<file path="config.mk">
export PLATFORM = sky130hd
export DESIGN_NAME = nextpc_ctrl
export DESIGN_NICKNAME = d
export VERILOG_FILES = /design/src/rtl/nextpc_pkg.sv /design/src/rtl/nextpc_decode.sv /design/src/rtl/nextpc_target.sv /design/src/rtl/nextpc_ctrl.sv
export SDC_FILE = /design/constraint.sdc
export NUM_CORES = 1
export LEC_CHECK = 0
export BUFFER_PORTS_ARGS = -buffer_cell sky130_fd_sc_hd__buf_2
export CAP_MARGIN = 30
export CORE_MARGIN = 3
export CORE_UTILIZATION = 34
export CTS_BUF_LIST = sky130_fd_sc_hd__clkbuf_16
export CTS_CLUSTER_DIAMETER = 150
export DETAILED_ROUTE_END_ITERATION = 7
export PLACE_DENSITY = 0.69
export SYNTH_ARGS = -nofsm -noshare
export SYNTH_HDL_FRONTEND = slang
export SYNTH_SLANG_ARGS = --single-unit
</file>
<file path="constraint.sdc">
create_clock -name clk -period 3.4 [get_ports clk]
set_input_delay 0.17 -clock clk [delete_from_list [all_inputs] [get_ports clk]]
set_output_delay 0.17 -clock clk [all_outputs]
set_load 0.05 [all_outputs]
</file>
<file path="src/rtl/nextpc_pkg.sv">
`timescale 1ns/1ps
// Shared opcode values, FSM state and decoded-control struct for the
// next-PC unit. Assumes a 16-bit instruction with the opcode in [15:12].
package nextpc_pkg;
    localparam logic [3:0] OPC_BRANCH = 4'h0;
    localparam logic [3:0] OPC_CALL   = 4'h4;
    localparam logic [3:0] OPC_JUMP   = 4'hC;
    localparam logic [3:0] OPC_TRAP   = 4'hF;

    typedef enum logic {
        ST_RUN = 1'b0,
        ST_VEC = 1'b1
    } npc_state_e;

    typedef struct packed {
        logic       is_branch;
        logic       is_call;
        logic       is_jump;
        logic       is_trap;
        logic       call_rel;
        logic [2:0] nzp_mask;
    } npc_ctl_t;
endpackage

</file>
<file path="src/rtl/nextpc_decode.sv">
`timescale 1ns/1ps
// Splits an instruction word into control class flags, sign-extended
// PC-relative offsets, the base register index and the trap vector address.
// Assumes field positions of a 16-bit encoding; XLEN must be at least 16.
module nextpc_decode
    import nextpc_pkg::*;
#(
    parameter int XLEN   = 16,
    parameter int RIDX_W = 3,
    parameter int VEC_W  = 8
) (
    input  logic [XLEN-1:0]   instr,
    output npc_ctl_t          ctl,
    output logic [XLEN-1:0]   off_branch,
    output logic [XLEN-1:0]   off_call,
    output logic [RIDX_W-1:0] base_idx,
    output logic [XLEN-1:0]   vec_word_addr
);
    localparam int BR_OFF_W   = 9;
    localparam int CALL_OFF_W = 11;

    logic [3:0] opcode;

    // Classify the opcode and pull out the condition mask and call form.
    always_comb begin
        opcode        = instr[15:12];
        ctl.is_branch = (opcode == OPC_BRANCH);
        ctl.is_call   = (opcode == OPC_CALL);
        ctl.is_jump   = (opcode == OPC_JUMP);
        ctl.is_trap   = (opcode == OPC_TRAP);
        ctl.call_rel  = instr[11];
        ctl.nzp_mask  = instr[11:9];
    end

    // Sign-extend the relative offsets and zero-extend the vector index.
    always_comb begin
        off_branch    = {{(XLEN-BR_OFF_W){instr[BR_OFF_W-1]}}, instr[BR_OFF_W-1:0]};
        off_call      = {{(XLEN-CALL_OFF_W){instr[CALL_OFF_W-1]}}, instr[CALL_OFF_W-1:0]};
        base_idx      = instr[6 +: RIDX_W];
        vec_word_addr = {{(XLEN-VEC_W){1'b0}}, instr[VEC_W-1:0]};
    end
endmodule

</file>
<file path="src/rtl/nextpc_target.sv">
`timescale 1ns/1ps
// Chooses the next PC for a single-cycle control transfer (everything
// except the trap, whose target arrives from memory a cycle later).
// Assumes cond_nzp is one-hot and pc_inc is already PC+1.
module nextpc_target
    import nextpc_pkg::*;
#(
    parameter int XLEN = 16
) (
    input  npc_ctl_t        ctl,
    input  logic [2:0]      cond_nzp,
    input  logic [XLEN-1:0] pc_inc,
    input  logic [XLEN-1:0] off_branch,
    input  logic [XLEN-1:0] off_call,
    input  logic [XLEN-1:0] base_data,
    output logic [XLEN-1:0] next_pc,
    output logic            take
);
    logic br_hit;

    // Branch test: any overlap between the mask and the sign register.
    always_comb br_hit = ctl.is_branch && (|(ctl.nzp_mask & cond_nzp));

    // Target mux; all sums wrap at XLEN bits.
    always_comb begin
        next_pc = pc_inc;
        take    = 1'b0;
        if (br_hit) begin
            next_pc = pc_inc + off_branch;
            take    = 1'b1;
        end else if (ctl.is_jump) begin
            next_pc = base_data;
            take    = 1'b1;
        end else if (ctl.is_call) begin
            next_pc = ctl.call_rel ? (pc_inc + off_call) : base_data;
            take    = 1'b1;
        end
    end
endmodule

</file>
<file path="src/rtl/nextpc_ctrl.sv">
`timescale 1ns/1ps
// Program counter register and trap sequencer. Accepts one instruction per
// cycle when not busy, links calls and traps to register LINK_REG, and
// fetches trap targets from a low-memory vector table with one cycle of
// read latency. Assumes base_data is the register value before any
// same-cycle link write (write-at-edge register file).
module nextpc_ctrl
    import nextpc_pkg::*;
#(
    parameter int              XLEN     = 16,
    parameter int              RIDX_W   = 3,
    parameter int              VEC_W    = 8,
    parameter int              LINK_REG = 7,
    parameter logic [XLEN-1:0] RESET_PC = 16'h3000
) (
    input  logic              clk,
    input  logic              rst_n,
    input  logic              instr_valid,
    input  logic [XLEN-1:0]   instr,
    input  logic [2:0]        cond_nzp,
    output logic [RIDX_W-1:0] base_sel,
    input  logic [XLEN-1:0]   base_data,
    output logic              link_we,
    output logic [RIDX_W-1:0] link_idx,
    output logic [XLEN-1:0]   link_data,
    output logic              vec_rd_en,
    output logic [XLEN-1:0]   vec_addr,
    input  logic [XLEN-1:0]   vec_data,
    output logic [XLEN-1:0]   pc,
    output logic [XLEN-1:0]   pc_inc,
    output logic              redirect,
    output logic              busy
);
    npc_state_e      st_q;
    logic [XLEN-1:0] pc_q;
    npc_ctl_t        ctl;
    logic [XLEN-1:0] off_br, off_cl, vec_wa, tgt;
    logic            take, accept;

    nextpc_decode #(.XLEN(XLEN), .RIDX_W(RIDX_W), .VEC_W(VEC_W)) dec_i (
        .instr        (instr),
        .ctl          (ctl),
        .off_branch   (off_br),
        .off_call     (off_cl),
        .base_idx     (base_sel),
        .vec_word_addr(vec_wa)
    );

    nextpc_target #(.XLEN(XLEN)) tgt_i (
        .ctl       (ctl),
        .cond_nzp  (cond_nzp),
        .pc_inc    (pc_inc),
        .off_branch(off_br),
        .off_call  (off_cl),
        .base_data (base_data),
        .next_pc   (tgt),
        .take      (take)
    );

    // Accept gating and the outward requests derived from it.
    always_comb begin
        pc        = pc_q;
        pc_inc    = pc_q + {{(XLEN-1){1'b0}}, 1'b1};
        busy      = (st_q == ST_VEC);
        accept    = instr_valid && !busy;
        link_we   = accept && (ctl.is_call || ctl.is_trap);
        link_idx  = RIDX_W'(LINK_REG);
        link_data = pc_inc;
        vec_rd_en = accept && ctl.is_trap;
        vec_addr  = vec_wa;
        redirect  = (accept && take) || busy;
    end

    // PC register and two-state trap sequencer.
    always_ff @(posedge clk) begin
        if (!rst_n) begin
            pc_q <= RESET_PC;
            st_q <= ST_RUN;
        end else begin
            unique case (st_q)
                ST_RUN: begin
                    if (accept) begin
                        if (ctl.is_trap) st_q <= ST_VEC;
                        else             pc_q <= tgt;
                    end
                end
                ST_VEC: begin
                    pc_q <= vec_data;
                    st_q <= ST_RUN;
                end
                default: st_q <= ST_RUN;
            endcase
        end
    end
endmodule

</file>
* Word-level counts from Yosys, hierarchy flattened
Cells that the tools add are included.
** Operators by class
- Add/sub/neg operators :: 3
- Reductions and logical operators :: 11
- Multiplexer cells :: 13
- Equal/unequal tests :: 5
- Bitwise gates (word level) :: 2
** Operator list (count)
- $mux W16 :: 6
- $add A16 B16 Y16 :: 2
- $pmux W16 S2 :: 1
- $add A16 B1 Y16 const B :: 1
- $eq A4 B4 Y1 const B :: 2
- $logic_and A1 B1 Y1 :: 5
- $mux W1 :: 5
- $eq A4 B3 Y1 const B :: 1
- $logic_not A4 Y1 :: 1
- $ne A2 B2 Y1 const B :: 2
- $and A3 B3 Y3 :: 1
- $reduce_or A3 Y1 :: 1
- $logic_or A1 B1 Y1 :: 2
- $pmux W1 S2 :: 1
- $reduce_and A2 Y1 :: 1
- $logic_not A1 Y1 :: 1
- $not A1 Y1 :: 1
** Storage, ports and cells
- Register bits after elaboration :: 17
- Bits of input ports :: 54
- Logic and storage cells :: 36
- Output and inout port bits :: 74

* Depth between registers and ports, before layout
Gate-level depths: netlist of run 1.
- Depth after elaboration :: 9
- Mapped depth :: 13
- Depth with buffers taken out :: 13

* Modules after synthesis
From an unflattened synthesis of run 1, not the netlist that was laid out.
** Second synthesis, totals
- Cells, all modules :: 477
- Area, all modules :: 3627.2 µm²
** Modules (own cells, without submodules)
- nextpc_target :: area an instance 1823.0 µm², times used 1, seq. area each 0.0 µm², cells each 262
- nextpc_ctrl :: area an instance 1337.5 µm², times used 1, seq. area each 340.3 µm², cells each 155
- nextpc_decode :: area an instance 466.7 µm², times used 1, seq. area each 0.0 µm², cells each 60

* Worst setup path before layout of run 1
No wires, ideal clock.
- Kind :: reg2reg
- Start point :: reg pc_q[2] (netlist: pc[2])
- End point :: reg pc_q[15] (netlist: pc[15])
- Arrival time :: 4.179 ns
- Cell stages (with the launch flop) :: 14
- Path buffers :: 0
- Library setup time :: 0.075 ns
- Slack :: -0.854 ns
- Required time :: 3.325 ns
- Period minus slack after synthesis :: 4.254 ns
- Cells stage by stage :: dfxtp_1 and4_4 and3_1 nand4_1 xnor2_1 ha_1 a21o_1 and2_1 o21ai_1 nand4_1 o211ai_1 a21oi_1 or3_1 a31oi_1
** On the way
- Word-level cells in the longest chain between the ends :: 9
- Elaborated cells between the ends (all ways) :: 10
- Those cells by class :: 3 x add/sub; 7 x mux
** RTL lines
- start: declaration :: RTL line nextpc_ctrl.sv:35 : logic [XLEN-1:0] pc_q;
- start signal: assignment :: RTL line nextpc_ctrl.sv:84 : else pc_q <= tgt;
- start signal: assignment :: RTL line nextpc_ctrl.sv:88 : pc_q <= vec_data;
- $add A16 B1 Y16 (*) :: RTL line nextpc_ctrl.sv:63 : pc_inc = pc_q + {{(XLEN-1){1'b0}}, 1'b1};
- net link_data[10] :: RTL line nextpc_ctrl.sv:25 : output logic [XLEN-1:0] link_data,
- $add A16 B16 Y16 :: RTL line nextpc_target.sv:35 : next_pc = ctl.call_rel ? (pc_inc + off_call) : base_data;
- $mux W16 :: RTL line nextpc_target.sv:35
- $mux W16 :: RTL line nextpc_target.sv:34 : end else if (ctl.is_call) begin
- $mux W16 :: RTL line nextpc_target.sv:31 : end else if (ctl.is_jump) begin
- $mux W16 (*) :: RTL line nextpc_target.sv:28 : if (br_hit) begin
- $mux W16 (*) :: RTL line nextpc_ctrl.sv:83 : if (ctl.is_trap) st_q <= ST_VEC;
- $mux W16 (*) :: RTL line nextpc_ctrl.sv:82 : if (accept) begin
- $pmux W16 S2 (*) :: RTL line nextpc_ctrl.sv:80 : unique case (st_q)
Mark *: on every way through the listed nets, which the timed path passes. The rest lies on a longest branch. The select of a mux whose other input is x is not followed.
A chain may end at the register's enable or synchronous reset.

* Worst setup path in the final report of run 1
- Start point :: reg pc_q[1] (netlist: pc[1])
- End point :: reg pc_q[15] (netlist: pc[15])
** On the way
- Word-level cells in the longest chain between the ends :: 9
- Elaborated cells between the ends (all ways) :: 10
- Those cells by class :: 3 x add/sub; 7 x mux
** RTL lines (RTL line)
- $add A16 B1 Y16 (*) :: nextpc_ctrl.sv:63
- $add A16 B16 Y16 :: nextpc_target.sv:35
- $mux W16 :: nextpc_target.sv:35
- $mux W16 :: nextpc_target.sv:34
- $mux W16 :: nextpc_target.sv:31
- $mux W16 (*) :: nextpc_target.sv:28
- $mux W16 (*) :: nextpc_ctrl.sv:83
- $mux W16 (*) :: nextpc_ctrl.sv:82
- $pmux W16 S2 (*) :: nextpc_ctrl.sv:80
Mark *: on every way between the ends. The rest lies on a longest branch, timed or not. The select of a mux whose other input is x is not followed.

==> results.ini, run 1 <==
[status]
status = complete, no violations

[timing]
slew_headroom_pct = 53.4
min_period_over_period_pct = 95.1
min_period_ns = 3.23
rsz0062_at_grt = no
slew_violations = 0
clock_skew_ns = 0.00200
hold_viol_final = 0
tightestPinTransition_ns = 0.699
setup_viol = 0
finalSetupTns_ns = 0
fmax_ghz = 0.309

[clock_tree]
clkTransAtPathRegs_ns = 0.05
clock_sinks = 17
clock_latency_ns = 0.25
cts_resized = 0
cts_made_buffers = 3
h-tree-depth = 1
cts_root_buf = clkbuf_16
postCtsHoldBufs = 0
tritoncts = built
cts.path.max_buffers = 2

[routing]
ant_nets = 0
drt_iter0_markers = 221
wl_met2_um = 4920
vias = 3245
routed_wl_um = 10100
drt_pre_antenna_iters = 5
drc = 0
wl_met3_um = 776
post_drt_wl_per_cell_um = 17.5
dr.max_layer_used = met4
vias_per_cell = 5.62
drt-met1-wl_um = 4140

[place]
gp_congestion = 0.943
placed_area_mm2 = 0.00343
dp_hpwl_um = 8320
port_buffers = 116
place_inst = 573

[grt]
antenna_found_initial = 0
track_usage_pct = 21.0
grt-ovfl-total = 0
grt_first_pass_wirelength_um = 16400
first_global_vias = 3085
grt_start_max_net_pins = 22

[hold_path]
min_to = pc[9]$_SDFFE_PN0P_
hold_depth = 3
min_path_type = in -> reg
hp-start = vec_data[9]

[final_layout]
drive_gt1_share_pct = 32.2
layout.cells.non_filler = 577
multiInputGateArea_mm2 = 0.00226
antenna_cells = 0
stdcell_area_mm2 = 0.00351
n_fill_cell = 807
synthToLayoutAreaGrowth_pct = 24.6
nets = 556
seqCellArea_um2 = 364

[critical_path]
worstPathArrival_ns = 3.41
r2r_end = pc[15]$_SDFFE_PN0P_
r2r_slack_ns = 0.17
cp_max_fo = 6
reg2reg_depth = 13
worstPathRequired_ns = 3.58
reg2reg_from = pc[1]$_SDFFE_PN0P_
crit_type = reg -> reg
crit_path_start_kind = flip-flop
cp-end-kind = flip-flop

[floorplanning]
core_area_mm2 = 0.00789
design.die.area_mm2 = 0.00942
chipHeight_um = 97.1
std_cell_rows = 32
start_util_pct = 35.7
boundaryPins = 128
fp.dieW_um = 97.1

[logic_synthesis]
yosys_warnings = 0
synth_top_area_share_pct = 12.1
synth_edf_count = 0
synth_area_leaders = dfxtp_1 (12%), ha_1 (11%), buf_4 (10%)
postSynthCellCount = 391
synth_area_mm2 = 0.00282
syn-mean-instance-area_um2 = 7.21
async_flop_share_pct = 0
ys_seq_area_share_pct = 12.1
synthFlopType = dfxtp_1
yosysTopAreaCell = dfxtp_1
yosysMostFrequentCell = buf_4
yosys.cell_types.count = 56
synth_common_cells = buf_4 (38), nand2_1 (33), a21oi_1 (29), nor2_1 (29), ha_1 (25)
synth_seq_cells = 17

[pwr]
switching_share_pct = 49.1
p_switching_uw = 561
p_int_uw = 581
pwr-share-comb_pct = 57.9
powerDensity_mw_per_mm2 = 325
leakagePower_nw = 1.72
pwr-share-seq_pct = 21.1
irDropWorstVdd_mv = 0.178
clkPwrFrac_pct = 21.0

[run]
drv_cap = 0

## worst max-delay path by stage
stage                             from                  end  depth (start not counted)
global placement    pc[0]$_SDFFE_PN0P_  pc[15]$_SDFFE_PN0P_                         13
CTS                 pc[1]$_SDFFE_PN0P_  pc[15]$_SDFFE_PN0P_                         13
global route        pc[1]$_SDFFE_PN0P_  pc[15]$_SDFFE_PN0P_                         13
detailed placement  pc[0]$_SDFFE_PN0P_  pc[15]$_SDFFE_PN0P_                         13
floorplan           pc[2]$_SDFFE_PN0P_  pc[15]$_SDFFE_PN0P_                         13
finish              pc[1]$_SDFFE_PN0P_  pc[15]$_SDFFE_PN0P_                         13
## worst max-delay path, stage by stage (launching register included)
cell,delay (ns)
dfxtp_4,0.38
ha_2,0.26
and3_1,0.26
nand4_1,0.23
xnor2_4,0.27
ha_1,0.32
a21o_1,0.23
and2_1,0.17
o21ai_1,0.18
nand4_1,0.11
o211ai_1,0.13
a21oi_1,0.06
or3_1,0.37
a31oi_1,0.16
## repair_timing
action,in CTS,in global routing
buffers inserted,0,0
endpoints found under the hold margin,0,0
endpoints found under the setup margin,0,1
## cell families (layout without fill, tap and decap cells)
family	count (synthesis)	in the layout	share of synthesized area (%)
compound gates	116	116	27.0
xor+xnor	31	31	10.1
fa+ha+maj	26	26	11.8
buf+inv	63	138	13.5
flops	17	17	12.1
mux	1	1	0.355
other cells	2	11	0.266
simple gates	135	135	24.9
## power by group through the flow
stage	Sequential, mW	Combinational (mW)	Clock (mW)
after global placement	0.243	0.653	0
after floorplan	0.288	0.479	0
after CTS	0.241	0.661	0.244
after detailed placement	0.245	0.658	0
after global routing	0.244	0.709	0.256
final	0.241	0.661	0.240
## cells in the final DEF (no fill, tap or decap), types with 6 or more instances in the layout
master / count
dfxtp_1: 10
xnor2_1: 10
and2_1: 8
nor2_1: 29
o21ai_1: 9
o211ai_1: 11
nand4_1: 6
inv_1: 8
buf_2: 116
xor2_1: 8
dfxtp_4: 6
xnor2_2: 6
buf_4: 9
o21ai_0: 14
nor2b_1: 6
ha_1: 24
nor3_1: 10
nand3_1: 18
nand2_1: 33
conb_1: 11
a211oi_1: 9
or3_1: 7
a21oi_1: 29
## flip-flops by register name (all words and copies together) (netlist names)
name	cells
pc	16
busy	1
## routing by layer
layer / vias to the layer above / GRT usage [%]
li1: 1552 / -
met1: 1518 / 26.6
met2: 154 / 36.4
met3: 21 / 3.52
met4: 0 / 5.94
met5: - / 0
## area by class of cell
cell class              instances  share of cell area, %
multi-input cells             320                   64.3
repair buffers                125                   18.5
flip-flops and latches         17                   10.4
well taps                     102                   3.63
clock buffers                   3                   2.14
inverters                       9                  0.962
clock inverters                 1                  0.143
## through the flow
step / setup WS [ns] / utilization [%] / hold WS [ns] / power, mW
2_1_floorplan: 0.00869 / - / 0.305 / 0.767
3_3_place_gp: 0.280 / 43.5 / 0.401 / 0.897
3_5_place_dp: 0.172 / 43.5 / 0.401 / 0.903
4_1_cts: 0.149 / 44.5 / 0.143 / 1.15
5_1_grt: 0.00173 / 44.5 / 0.168 / 1.21
6_report: 0.168 / 44.5 / 0.142 / 1.14
Note: power is estimated with default switching activity, not from simulation.
==> run 2, diff against run 1 <==
Settings changed: CTS_BUF_LIST sky130_fd_sc_hd__clkbuf_16 to sky130_fd_sc_hd__clkbuf_8.
Clock period 3.4 ns to 4 ns, I/O delays scaled along.
==> run 2 against run 1 <==
  * Final cell count down 1.2%
  * Worst hold slack better by 0.028 ns
  * Die area unchanged
  * Count of clock-buffer cells in the layout unchanged
  * Non-clock buffer count down 7
  * Clock skew up 0.00080 ns
  * Via count down 1.4%
  * Power down 23%
  * Global-route usage down 1.6 points
  * Routed wire length down 4.3%
  * Sequential share of layout area down 0.095 points
  * Critical path type unchanged
  * Critical endpoint unchanged
==> results.ini, run 2 (synthesis results as in run 1) <==
[status]
status = complete, no violations  ; unchanged

[pwr]
powerDensity_mw_per_mm2 = 266  ; was 325 mW/mm2
irDropWorstVdd_mv = 0.116  ; was 0.178 mV
leakagePower_nw = 1.63  ; was 1.72 nW

[floorplanning]
boundaryPins = 128  ; unchanged
std_cell_rows = 32  ; unchanged
start_util_pct = 35.7  ; unchanged
core_area_mm2 = 0.00789  ; unchanged
design.die.area_mm2 = 0.00942  ; unchanged
fp.dieW_um = 97.1  ; unchanged
chipHeight_um = 97.1  ; unchanged

[timing]
post-route-worst-setup-slack_ns = 0.579  ; was 0.168 ns
min_period_over_period_pct = 85.5  ; was 95.1%
slew_headroom_pct = 45.2  ; was 53.4%
hold_viol_final = 0  ; unchanged
fmax_ghz = 0.292  ; was 0.309 GHz
tightestPinTransition_ns = 0.821  ; was 0.699 ns
rsz0062_at_grt = no  ; unchanged
slew_violations = 0  ; unchanged
setup_viol = 0  ; unchanged
clock_skew_ns = 0.00280  ; was 0.00200 ns
min_period_ns = 3.42  ; was 3.23 ns
finalSetupTns_ns = 0  ; unchanged

[critical_path]
reg2reg_from = pc[1]$_SDFFE_PN0P_  ; unchanged
r2r_end = pc[15]$_SDFFE_PN0P_  ; unchanged
worstPathArrival_ns = 3.61  ; was 3.41 ns
r2r_slack_ns = 0.58  ; was 0.17 ns
crit_path_start_kind = flip-flop  ; unchanged
reg2reg_depth = 13  ; unchanged
cp_max_fo = 6  ; unchanged
cp-end-kind = flip-flop  ; unchanged
crit_type = reg -> reg  ; unchanged
worstPathRequired_ns = 4.18  ; was 3.58 ns

[routing]
routed_wl_um = 9660  ; was 10100 um
ant_nets = 0  ; unchanged
vias_per_cell = 5.61  ; was 5.62
drt_pre_antenna_iters = 4  ; was 5
vias = 3198  ; was 3245
drc = 0  ; unchanged
post_drt_wl_per_cell_um = 16.9  ; was 17.5 um
drt_iter0_markers = 112  ; was 221

[grt]
grt_first_pass_wirelength_um = 15300  ; was 16400 um
grt-ovfl-total = 0  ; unchanged
track_usage_pct = 19.3  ; was 21.0%
grt_start_max_net_pins = 25  ; was 22
antenna_found_initial = 0  ; unchanged
first_global_vias = 3059  ; was 3085

[place]
port_buffers = 116  ; unchanged
place_inst = 566  ; was 573
place_ws_ns = 0.670  ; was 0.172 ns
gp_congestion = 0.887  ; was 0.943
dp_hpwl_um = 7790  ; was 8320 um
placed_area_mm2 = 0.00327  ; was 0.00343 mm2

[hold_path]
hold_depth = 3  ; unchanged
hp-start = vec_data[9]  ; unchanged
min_path_type = in -> reg  ; unchanged
min_to = pc[9]$_SDFFE_PN0P_  ; unchanged

[final_layout]
stdcell_area_mm2 = 0.00331  ; was 0.00351 mm2
final_common_cell = buf_2  ; unchanged
antenna_cells = 0  ; unchanged
largest_reg_flops = 16  ; unchanged
nets = 549  ; was 556
layout.cells.non_filler = 570  ; was 577
final_cell_mix = buf_2 (116), nand2_1 (33), nor2_1 (29), a21oi_1 (29), ha_1 (25)  ; was buf_2 (116), nand2_1 (33), nor2_1 (29), a21oi_1 (29), ha_1 (24)
synthToLayoutAreaGrowth_pct = 17.5  ; was 24.6%
drive_gt1_share_pct = 28.0  ; was 32.2%

[clock_tree]
clkTransAtPathRegs_ns = 0.07  ; was 0.05 ns
postCtsHoldBufs = 0  ; unchanged
cts_made_buffers = 3  ; unchanged
clock_latency_ns = 0.26  ; was 0.25 ns
h-tree-depth = 1  ; unchanged
cts.path.max_buffers = 2  ; unchanged
cts_resized = 0  ; unchanged
cts_root_buf = clkbuf_8  ; was clkbuf_16
tritoncts = built  ; unchanged
clock_sinks = 17  ; unchanged
post_cts_buffers = 0  ; unchanged

[run]
drv_cap = 0  ; unchanged

## run 2: worst max path at each step
stage / startpoint / to / depth (start not counted)
2_1_floorplan: pc[1]$_SDFFE_PN0P_ / pc[15]$_SDFFE_PN0P_ / 12
3_3_place_gp: pc[1]$_SDFFE_PN0P_ / pc[15]$_SDFFE_PN0P_ / 13
3_5_place_dp: pc[1]$_SDFFE_PN0P_ / pc[15]$_SDFFE_PN0P_ / 13
4_1_cts: pc[1]$_SDFFE_PN0P_ / pc[15]$_SDFFE_PN0P_ / 13
5_1_grt: pc[1]$_SDFFE_PN0P_ / pc[15]$_SDFFE_PN0P_ / 13
6_report: pc[1]$_SDFFE_PN0P_ / pc[15]$_SDFFE_PN0P_ / 13
## run 2: critical path, stage by stage (launching register included)
cell      delay, ns
dfxtp_1        0.47
ha_1           0.32
and3_1         0.28
nand3_1        0.14
xnor2_2        0.40
ha_1           0.37
and3_1         0.19
nor2b_1        0.14
o21ai_1        0.17
nand4_1        0.11
o211ai_1       0.13
a21oi_1        0.06
or3_1          0.41
a31oi_1        0.17
## run 2: area by class of cell
class,count,area [um2]
fillers,849,4570
multi-input cells,320,2170
repair buffers,118,596
flip-flops and latches,17,340
well taps,102,128
clock buffers,3,41.3
inverters,9,33.8
clock inverters,1,5.00
## run 2: per-layer routing
| layer | share of wire, % | wire length, um | track usage, % |
|---|---|---|---|
| met1 | 43 | 4120 | 24.3 |
| met2 | 49 | 4690 | 33.7 |
| met3 | 6.9 | 671 | 3.66 |
| met4 | 1.9 | 183 | 4.97 |
| met5 | 0 | 0 | 0 |
## run 2: report_power, final
group / switching [mW] / total (mW) / internal [mW] / leakage (nW)
clock: 0.0639 / 0.133 / 0.0692 / 0.0255
sequential: 0.0207 / 0.202 / 0.181 / 0.140
combinational: 0.378 / 0.547 / 0.168 / 1.47
total: 0.463 / 0.882 / 0.419 / 1.63
## run 2: through the flow
step	power, mW	hold slack [ns]	util [%]
final	0.882	0.170	42.0
after global routing	0.930	0.183	42.0
after CTS	0.880	0.170	42.0
after detailed placement	0.748	0.438	41.4
after global placement	0.743	0.430	41.4
after floorplan	0.644	0.335	-
